`src/rtl/store_queue_arb.sv`:
```
module store_queue_arb #(
  parameter int AW = 32,
  parameter int DW = 32,
  parameter int DEPTH = 4,
  parameter logic [AW-1:0] PER_BASE = 32'h4000_0000,
  parameter logic [AW-1:0] PER_MASK = 32'hF000_0000,
  parameter logic [AW-1:0] SPM_BASE = 32'h7000_0000,
  parameter logic [AW-1:0] SPM_MASK = 32'hF000_0000
) (
  input  logic          clk,
  input  logic          rst_n,
  input  logic          ld_valid,
  output logic          ld_ready,
  input  logic [AW-1:0] ld_addr,
  input  logic          ld_rmw,
  input  logic          st_valid,
  output logic          st_ready,
  input  logic [AW-1:0] st_addr,
  input  logic [DW-1:0] st_data,
  input  logic [DW/8-1:0] st_be,
  input  logic          st_rmw,
  output logic          spm_we,
  output logic [AW-1:0] spm_addr,
  output logic [DW-1:0] spm_data,
  output logic [DW/8-1:0] spm_be,
  output logic          mem_valid,
  input  logic          mem_ready,
  output logic          mem_write,
  output logic [AW-1:0] mem_addr,
  output logic [DW-1:0] mem_wdata,
  output logic [DW/8-1:0] mem_be,
  output logic          buf_empty
);
  localparam int BW = DW / 8;
  localparam int PW = (DEPTH > 1) ? $clog2(DEPTH) : 1;

  logic [AW-1:0]    e_addr [DEPTH];
  logic [DW-1:0]    e_data [DEPTH];
  logic [BW-1:0]    e_be   [DEPTH];
  logic [DEPTH-1:0] vld, e_per, e_rmw, hit;
  logic [PW-1:0]    wr_ptr, rd_ptr;

  for (genvar i = 0; i < DEPTH; i++) begin : g_hit
    assign hit[i] = vld[i] && (e_addr[i][AW-1:2] == ld_addr[AW-1:2]);
  end

  wire full   = &vld;
  wire any_p  = |(vld & e_per);
  wire any_r  = |(vld & e_rmw);
  wire ld_per = (ld_addr & PER_MASK) == PER_BASE;
  wire st_spm = (st_addr & SPM_MASK) == SPM_BASE;

  wire ld_block = full || (ld_rmw && !buf_empty) || any_r || (ld_per && any_p) || (|hit);
  wire ld_go    = ld_valid && !ld_block;
  wire drain    = !ld_go && !buf_empty && mem_ready;
  wire push     = st_valid && st_ready && !st_spm;

  assign buf_empty = ~|vld;
  assign st_ready  = st_spm || !full;
  assign spm_we    = st_valid && st_spm;
  assign spm_addr  = st_addr;
  assign spm_data  = st_data;
  assign spm_be    = st_be;

  assign mem_valid = ld_go || !buf_empty;
  assign mem_write = !ld_go;
  assign mem_addr  = ld_go ? ld_addr : e_addr[rd_ptr];
  assign mem_wdata = e_data[rd_ptr];
  assign mem_be    = ld_go ? {BW{1'b1}} : e_be[rd_ptr];
  assign ld_ready  = ld_go && mem_ready;

  always_ff @(posedge clk) begin
    if (!rst_n) begin
      vld    <= '0;
      wr_ptr <= '0;
      rd_ptr <= '0;
    end else begin
      if (drain) begin
        vld[rd_ptr] <= 1'b0;
        rd_ptr      <= rd_ptr + 1'b1;
      end
      if (push) begin
        vld[wr_ptr] <= 1'b1;
        wr_ptr      <= wr_ptr + 1'b1;
      end
    end
  end

  always_ff @(posedge clk) begin
    if (push) begin
      e_addr[wr_ptr] <= st_addr;
      e_data[wr_ptr] <= st_data;
      e_be[wr_ptr]   <= st_be;
      e_per[wr_ptr]  <= (st_addr & PER_MASK) == PER_BASE;
      e_rmw[wr_ptr]  <= st_rmw;
    end
  end
endmodule

```
`config.mk`:
```
export PLATFORM = sky130hd
export DESIGN_NAME = store_queue_arb
export DESIGN_NICKNAME = d
export VERILOG_FILES = /design/src/rtl/store_queue_arb.sv
export SDC_FILE = /design/constraint.sdc
export NUM_CORES = 1
export LEC_CHECK = 0
export ABC_AREA = 1
export BUFFER_PORTS_ARGS = -buffer_cell sky130_fd_sc_hd__buf_4
export CAP_MARGIN = 20
export CORE_MARGIN = 8
export CORE_UTILIZATION = 26
export CTS_CLUSTER_DIAMETER = 200
export CTS_CLUSTER_SIZE = 25
export DETAILED_ROUTE_END_ITERATION = 6
export PLACE_DENSITY = 0.5
export SLEW_MARGIN = 40
export SYNTH_ARGS = -nofsm -noshare
export SYNTH_HDL_FRONTEND = slang
export SYNTH_SLANG_ARGS = --single-unit
```
`constraint.sdc`:
```
create_clock -name clk -period 3.31 [get_ports clk]
set_input_delay 0.4965 -clock clk [delete_from_list [all_inputs] [get_ports clk]]
set_output_delay 0.4965 -clock clk [all_outputs]
set_load 0.05 [all_outputs]
```
==> impl_metrics.csv <==
group,metric,value,unit
run_status,outcome,"complete, no violations",
cts,clock_latency,520,ps
finish,area_growth,21.3,%
global_routing,grt-ovfl-total,0,
setup_path,crit_path_end,"mem_addr[31]",
finish,stdcell_count,2299,
setup_path,worst_r2r_startpoint,"vld[3]",
finish,layout.nets,1711,
sta,drv_slew,0,
synth,synth.ff_latch_count,290,
sta,fin_tns_setup,0,ps
die,start_util,0.261,
cts,cts_buffers,15,
placement,portBuffers,248,
setup_path,worstPathRequired,2810,ps
min_path,hold_path_class,"in2reg",
synth,yosys_warnings,0,
sta,fmax,309,MHz
pwr,total_power,0.00875,W
sta,fin_hold_ws,180,ps
global_routing,grt_first_pass_wirelength,66400,um
pwr,ir_drop,375,uV
die,dieHeight,248,um
route,vias_per_cell,4.56,
pwr,p_leak,6.82,nW
route,drc_errors,0,
cts,hold_buffers,0,
sta,setup_viol,0,
flow_run,cap_violations,0,
die,dieArea,61300,um^2
synth,syn_area,13900,um^2
synth,yosysSeqAreaShare,0.617,
setup_path,cp_max_fo,12,
global_routing,grt_max_degree,174,
die,rows,85,
sta,worst_clock_skew,23.2,ps
setup_path,arrival,2740,ps
synth,synth_cell_type_count,32,
synth,syn_avg_cell_area,9.84,um^2
global_routing,grtUsageTotal,0.144,
setup_path,critPathCaptureType,"output port",
cts,cts.clk_slew.worst_paths,110,ps
route,routed_wirelength,45800,um
setup_path,r2r_end,"e_data[0][29]",
placement,place.gp.congestion,0.874,
route,dr.first_iter.drc_count,662,
setup_path,reg2regPathDepth,8,
cts,clock_path_buffers,3,
setup_path,crit_path_start_kind,"flop",
placement,dp_cells,2264,
die,die_w,248,um
finish,drive_gt1_frac,0.249,
finish,mostFrequentLayoutCells,"nand2_1 (288), edfxtp_1 (280), buf_4 (267)",
cts,cts.sinks,290,
sta,finalHoldViolations,0,
setup_path,path_class,"reg2out",
cts,root_buffer,"clkbuf_16",
pwr,power.density_cell_area,517,nW/um^2
cts,htreeDepth,1,
route,vias,10500,
synth,syn_nets,1532,
placement,dp_hpwl,31600,um
route,ant_nets,0,
die,num_io_pins,249,
route,wl_per_cell,19.9,um
route,first_pass_iters,5,
setup_path,regToRegSetupSlack,940,ps
synth,synth_cells,1417,
global_routing,antenna_found_initial,3,
sta,max-slew-margin-rel,0.471,
sta,fin_crit_sh,0.977,
sta,period_minus_slack,3240,ps
sta,worst_pin_slew,793,ps
finish,layout_commonest_cell,"nand2_1",
global_routing,first_global_vias,10500,
setup_path,crit_path_start,"e_addr[1][11]",
cts,cts_tree,"done",
die,core,53400,um^2
## synthesized netlist by cell type, drive strengths merged
library cell	number	area, um^2
o21ai	187	973
nand4	9	56.3
o221ai	4	35.0
edfxtp	280	8410
nor2	173	652
dfxtp	10	200
nor4	1	6.26
nand3	35	238
ha	8	100
a21oi	55	275
o211ai	17	128
nor3	1	5.00
clkbuf	38	144
xor2	8	70.1
o22ai	37	231
nand2	297	1110
clkinv	1	3.75
inv	164	616
buf	84	622
xnor2	8	70.1
## flip-flops by register name, indices dropped and copies added (netlist names), named ones only
register  count
e_addr      128
e_be         16
e_data      128
e_per         4
e_rmw         4
rd_ptr        2
vld           4
wr_ptr        2
## metal layers
metal,track usage,vias up,part of all wire
li1,-,5060,-
met1,0.187,5040,0.43
met2,0.240,334,0.47
met3,0.0309,54,0.073
met4,0.0401,0,0.023
met5,0,-,0
## repair_timing
item                       CTS  global route
pin swaps                    3             9
hold endpoints to repair     0             0
buffers inserted             2             7
gates cloned                 3             0
resized for setup           12            30
setup endpoints to repair   20            35
## cells by family after synthesis
group / after synthesis / synth area share
AO/OA/AOI/OAI: 300 / 0.118
flip-flops: 290 / 0.617
XOR/XNOR: 16 / 0.0100
AND/OR/NAND/NOR: 516 / 0.149
adder cells (fa/ha/maj): 8 / 0.00718
buffers and inverters: 287 / 0.0993
## power breakdown
| group | switching [W] | internal, W | leakage [nW] |
|---|---|---|---|
| sequential | 0.0000644 | 0.00419 | 2.65 |
| clock | 0.00119 | 0.000853 | 0.197 |
| combinational | 0.00173 | 0.000719 | 3.97 |
## through the flow
stage	setup slack, ps	util	cell area (um^2)
floorplan	531	-	13900
global placement	215	0.304	16200
detailed placement	257	0.304	16200
CTS	1.06	0.314	16800
global route	-4.41	0.317	16900
finish	75.0	0.317	16900
## layout make-up
class | instances | area (um^2)
antenna | 3 | 7.51
clock buffer | 20 | 394
clock inverter | 1 | 11.3
fill | 5569 | 36500
inverter | 165 | 624
multi-input combinational | 841 | 4070
sequential | 290 | 8620
tap | 696 | 871
timing repair buffer | 283 | 2320
## critical path: stages (launching register included)
cell	delay [ps]
edfxtp_1	460
nand2_1	160
nand4_1	140
nor2_2	170
nand3_1	80
nor2_1	150
nand2_2	130
nand3_4	140
buf_12	150
buf_12	160
nand3_2	120
o21ai_0	100
inv_1	60
buf_4	180
## worst min-delay path by stage
| stage | startpoint | end | slack [ps] | cells after the start |
|---|---|---|---|---|
| 4_1_cts | st_data[8] | e_data[3][8] | 140 | 1 |
| 3_5_place_dp | wr_ptr[1] | wr_ptr[1] | 550 | 2 |
| 2_1_floorplan | vld[2] | vld[2] | 490 | 2 |
| 3_3_place_gp | wr_ptr[1] | wr_ptr[1] | 510 | 2 |
| 5_1_grt | st_data[8] | e_data[0][8] | 150 | 1 |
| 6_report | st_data[8] | e_data[1][8] | 180 | 1 |
No activity file was read; power rests on OpenSTA's default activity.
